==> src/rtl/simd_lockstep_array.sv <==
module simd_lockstep_array #(
  parameter int NUM_PE   = 4,
  parameter int DATA_W   = 8,
  parameter int NUM_REGS = 4,
  localparam int RIW     = (NUM_REGS > 1) ? $clog2(NUM_REGS) : 1,
  localparam int PIW     = (NUM_PE > 1) ? $clog2(NUM_PE) : 1,
  localparam int INSTR_W = 2 + 3*RIW + NUM_PE
) (
  input  logic               clk,
  input  logic               rst_n,
  input  logic               instr_valid,
  output logic               instr_ready,
  input  logic [INSTR_W-1:0] instr_word,
  input  logic               load_en,
  input  logic [PIW-1:0]     load_pe,
  input  logic [RIW-1:0]     load_reg,
  input  logic [DATA_W-1:0]  load_data,
  input  logic [PIW-1:0]     rd_pe,
  input  logic [RIW-1:0]     rd_reg,
  output logic [DATA_W-1:0]  rd_data
);
  localparam logic [1:0] OP_NOP = 2'd0;
  localparam logic [1:0] OP_ADD = 2'd1;
  localparam logic [1:0] OP_CMP = 2'd2;
  localparam logic [1:0] OP_MOV = 2'd3;

  logic [INSTR_W-1:0] cur_q;
  logic [NUM_PE-1:0]  done;
  logic [DATA_W-1:0]  pe_rd [NUM_PE];

  wire               accept = instr_valid && instr_ready;
  wire [1:0]         op     = cur_q[1:0];
  wire [RIW-1:0]     src_a  = cur_q[2 +: RIW];
  wire [RIW-1:0]     src_b  = cur_q[2+RIW +: RIW];
  wire [RIW-1:0]     dst    = cur_q[2+2*RIW +: RIW];
  wire [NUM_PE-1:0]  mask   = cur_q[2+3*RIW +: NUM_PE];

  assign instr_ready = &done;
  assign rd_data     = pe_rd[rd_pe];

  always_ff @(posedge clk) begin
    if (!rst_n)      cur_q <= '0;
    else if (accept) cur_q <= instr_word;
  end

  for (genvar g = 0; g < NUM_PE; g++) begin : g_pe
    logic [DATA_W-1:0] rf [NUM_REGS];
    logic [DATA_W-1:0] res;
    logic              done_q;

    wire [DATA_W-1:0] opa = rf[src_a];
    wire [DATA_W-1:0] opb = rf[src_b];
    wire wr = !done_q && mask[g] && (op != OP_NOP);
    wire ld = load_en && instr_ready && (load_pe == PIW'(g));

    always_comb begin
      case (op)
        OP_ADD:  res = opa + opb;
        OP_CMP:  res = (opa < opb) ? DATA_W'(1) : '0;
        OP_MOV:  res = opa;
        default: res = opa;
      endcase
    end

    always_ff @(posedge clk) begin
      if (!rst_n) begin
        done_q <= 1'b1;
        for (int i = 0; i < NUM_REGS; i++) rf[i] <= '0;
      end else begin
        if (accept)       done_q <= 1'b0;
        else if (!done_q) done_q <= 1'b1;
        if (wr)           rf[dst]      <= res;
        else if (ld)      rf[load_reg] <= load_data;
      end
    end

    assign done[g]  = done_q;
    assign pe_rd[g] = rf[rd_reg];
  end
endmodule

==> config.mk <==
export PLATFORM = sky130hd
export DESIGN_NAME = simd_lockstep_array
export DESIGN_NICKNAME = d
export VERILOG_FILES = /design/src/rtl/simd_lockstep_array.sv
export SDC_FILE = /design/constraint.sdc
export NUM_CORES = 1
export LEC_CHECK = 0
export BUFFER_PORTS_ARGS = -buffer_cell sky130_fd_sc_hd__buf_2
export CAP_MARGIN = 20
export CORE_UTILIZATION = 50
export DETAILED_ROUTE_END_ITERATION = 12
export PLACE_DENSITY = 0.67
export SETUP_SLACK_MARGIN = 0.1
export SLEW_MARGIN = 5
export SYNTH_ARGS = -nofsm -noshare
export SYNTH_HDL_FRONTEND = slang
export SYNTH_SLANG_ARGS = --single-unit
==> constraint.sdc <==
create_clock -name clk -period 6.5 [get_ports clk]
set_input_delay 1.625 -clock clk [delete_from_list [all_inputs] [get_ports clk]]
set_output_delay 1.625 -clock clk [all_outputs]
set_load 0.005 [all_outputs]
[Word-level counts from Yosys, hierarchy flattened]
Memories as Yosys holds them, arrays and structs flattened. A register that Yosys moved wholly into a read port is not among the register bits.
Cells that the tools add are included.
Storage, ports and cells
  bits in registers: 13
  RAM bits: 128
  bits of input ports: 32
  word-level logic and storage cells: 127
  memories: 4
Operators by class
  add/subtract/negate cells: 4
  magnitude comparators: 5
  eq/ne operators: 5
  multiplexer cells: 81
  bitwise logic cells: 1
  reductions and logical operators: 25
Memories
  g_pe[0].rf: depth 4, width 8, read ports 3, clocked after Yosys merged registers in 2, write ports 4, RTL line 47  | logic [DATA_W-1:0] rf [NUM_REGS];
  g_pe[1].rf: depth 4, width 8, read ports 3, clocked after Yosys merged registers in 2, write ports 4, RTL line 47
  g_pe[2].rf: depth 4, width 8, read ports 3, clocked after Yosys merged registers in 2, write ports 4, RTL line 47
  g_pe[3].rf: depth 4, width 8, read ports 3, clocked after Yosys merged registers in 2, write ports 4, RTL line 47
Operators with widths (count)
  8-bit two-way mux: 10
  8-bit case mux with 2 select lines: 4
  8-bit OR reduction: 8
  2-bit two-way mux: 24
  1-bit two-way mux: 42
  8-bit adder: 4
  8-bit < comparator: 4
  8-bit binary-select mux with 2-bit select: 1
  1-bit logical AND: 14
  2-bit equality test (second input constant): 3
  2-bit by 1-bit equality test with 1-bit output (second input constant): 2
  3-bit greater-or-equal comparator (second input constant): 1
  2-bit inverter with 3-bit output: 1
  2-bit zero test: 1
  2-bit nonzero test: 1
  1-bit zero test: 1

[Longest topological paths before layout]
  depth after elaboration: 9
  gate-level depth with buffers: 13
  depth with buffers taken out: 11

[Worst setup path before layout]
OpenSTA, ideal clock, no wires.
  kind: input -> output
  start point: input port rd_reg[0]
  end point: output port rd_data[0]
  data arrival time: 3.138 ns
  setup slack: 1.737 ns
  cell stages on the path: 4
  buffers on the path: 2
  cell sequence: clkbuf_1 buf_2 mux4_2 mux4_2
Between the ends
  longest elaborated chain between the ends: 4
  elaborated cells between the ends (all ways): 7
Ends and longest elaborated chain
  from (decl): RTL line 19  | input logic [RIW-1:0] rd_reg,
  memory 4 x 8 bit
  8-bit binary-select mux with 2-bit select *: RTL line 39  | assign rd_data = pe_rd[rd_pe];
  8-bit two-way mux (not written as such) * (2 in series): RTL line 39
  to (decl): RTL line 20  | output logic [DATA_W-1:0] rd_data
Mark *: on every way between the ends. The rest lies on a longest branch, timed or not. The select of a mux whose other input is x is not followed.

[Worst setup path after layout]
  start point: input port rd_reg[0]
  end point: output port rd_data[3]
Same word-level chain as after synthesis.

==> flow_metrics.env <==
export IMPL_dp_cells=1209
export IMPL_synthMuxAreaShare_pct=22.5
export IMPL_power_mw=2.54
export IMPL_grt_pass1_wl_mm=52.5
export IMPL_cts_resized=0
export IMPL_slew_violations=0
export IMPL_fin_crit_sh_pct=78.1
export IMPL_area_growth_pct=9.04
export IMPL_status="complete, no violations"
export IMPL_ctsHtreeMaxLevel=4
export IMPL_final_util_pct=55.7
export IMPL_design_area_um2=11700
export IMPL_avgViaCountPerCell=7.00
export IMPL_synth_fa_ha_area_share_pct=8.06
export IMPL_yosysTopAreaCell="edfxtp_1"
export IMPL_place_gp_congestion=1.04
export IMPL_cts_buffers_inserted=17
export IMPL_min_path_type="flop to flop"
export IMPL_fmax_mhz=197
export IMPL_cts_tree="built"
export IMPL_coreArea_um2=21100
export IMPL_seq_area_frac_synth_pct=38.8
export IMPL_ant_nets=0
export IMPL_antenna_found_initial=0
export IMPL_place_area_um2=11200
export IMPL_power_density_nw_per_um2=216
export IMPL_fp_dieH_um=149
export IMPL_synth_simple_area_share_pct=12.2
export IMPL_critPathMaxStageDelay_ns=0.62
export IMPL_slowest_stage="mux4_2"
export IMPL_worst_path_buf_inv=3
export IMPL_hold_buffers=0
export IMPL_synth_edff_count=128
export IMPL_synth_nets=1025
export IMPL_netlist_instances=926
export IMPL_leakage_nw=4.37
export IMPL_path_class="input port to primary output"
export IMPL_post_place_ws_ns=1.41
export IMPL_start_util_pct=51.1
export IMPL_yosys_cell_types_count=69
export IMPL_grt_max_degree=40
export IMPL_drc=0
export IMPL_rows=53
export IMPL_wl_per_cell_um=28.4
export IMPL_grt_setup_unrepaired="false"
export IMPL_critPathArrivalTime_ns=3.45
export IMPL_grt_pass1_vias=8164
export IMPL_ios=41
export IMPL_worst_pin_slew_ns=1.05
export IMPL_ir_drop_mv=0.185
export IMPL_die_w_um=149
export IMPL_drive_gt1_share_pct=19.4
export IMPL_synth_most_common_cell="edfxtp_1"
export IMPL_cts_path_max_buffers=2
export IMPL_layout_nets=1052
export IMPL_cp_required_ns=4.88
export IMPL_firstDrtPassIters=6
export IMPL_worstSetupEndpointType="primary output"
export IMPL_synthXorXnorAreaFrac_pct=0.325
export IMPL_setup_viol=0
export IMPL_grt_usage_pct=33.4
export IMPL_yosysWarningCount=0
export IMPL_crit_chain="buf_2, buf_4, mux4_2, mux4_2, buf_2"
export IMPL_critPathTopFamily="multiplexers"
export IMPL_relSlewSlack_pct=30.0
export IMPL_synth_seq_cells=145
export IMPL_postCtsSetupBuffers=0
export IMPL_fin_crit_ns=5.08
export IMPL_tns_ns=0
export IMPL_worstPathMaxFanout=32
export IMPL_dieArea_um2=22100
export IMPL_grt_overflow_total=0
export IMPL_postSynth_asyncResetShare_pct=0
export IMPL_cap_violations=0
export IMPL_cts_root_buffer="clkbuf_16"
export IMPL_ys_flop_type="edfxtp_1"
export IMPL_clkSinkCount=145
export IMPL_dpl_hpwl_mm=26.2
export IMPL_port_buffers=40
export IMPL_synth_top_area_share_pct=35.7
export IMPL_skew_ns=0.0142
export IMPL_synth_top_family_by_area="multiplexers"
export IMPL_clk_latency_ns=0.44
export IMPL_routed_via_count=8695
export IMPL_finalNonFillerCells=1242
export IMPL_synth_area_leaders="edfxtp_1, mux4_2, ha_1"
export IMPL_netlist_area_um2=10800
export IMPL_timing_final_ws_setup_ns=1.42
export IMPL_drt_iter0_drc=1173
export IMPL_avgSynthCellArea_um2=11.6
export IMPL_finalHoldViolCount=0
export IMPL_hold_slack_ns=0.466
export IMPL_clkSlewWorstSetupHoldPaths_ns=0.06
export IMPL_synth_common_cells="edfxtp_1, nand2_1, mux4_2"
export IMPL_cp_start_kind="input port"
export IMPL_synth_compound_area_share_pct=13.6
export IMPL_routed_wl_mm=35.3
[cell type report]
class,instances,area (µm²)
antenna,1,2.50
clock buffer,20,437
clock inverter,12,111
fill,1848,9340
inverter,71,267
multi-input combinational,665,6100
sequential,145,4190
tap,275,344
timing repair buffer,53,298
[kinds of logic (layout without fill, tap and decap cells)]
kind of cell             after synthesis  in the layout
AND/OR/NAND/NOR                      272            272
AO/OA/AOI/OAI                        212            212
flip-flops                           145            145
buffers and inverters                116            156
multiplexers                         110            110
adder cells (fa/ha/maj)               67             67
XOR/XNOR                               4              4
other                                  0              1
[layout by cell type, fill, tap and decap left out, types with 17 or more instances in the layout]
cell type  synthesis  routed
o21ai_0           21      21
inv_1             69      69
clkbuf_16          0      17
nor2_1            85      85
ha_1              63      63
nand2b_1          22      22
a21oi_1           81      81
edfxtp_1         128     128
mux4_2            87      87
nand2_1           90      90
buf_2             18      40
[sequential cells by signal, summed over array words and instances, names as in the netlist, named ones only]
register / cells
cur_q: 12
g_pe.done_q: 1
g_pe.rf: 128
[metal layers]
metal | track usage, % | wire (µm)
met1 | 44.2 | 12700
met2 | 49.7 | 15600
met3 | 9.20 | 4670
met4 | 18.6 | 2370
met5 | 0 | 0
[tightest hold or removal path: stages, from the launching register on]
cell and delay [ns]:
dfxtp_1 0.30, nand2_1 0.04, a21boi_0 0.08
[final timing paths]
check	from	endpoint	slack, ns	cells after the start
min	cur_q[3]	flop	0.47	2
min reg2reg	cur_q[3]	flop	0.47	2
max	rd_reg[0]	rd_data[3]	1.42	5
max reg2reg	flop	g_pe[0].rf[2][6]	2.49	9
[power by group]
group | total [mW] | switching [mW] | internal, mW
clock network | 0.934 | 0.407 | 0.527
registers | 1.13 | 0.0696 | 1.06
logic | 0.478 | 0.268 | 0.210
total | 2.54 | 0.745 | 1.79
(Power assumes the default switching activity.)
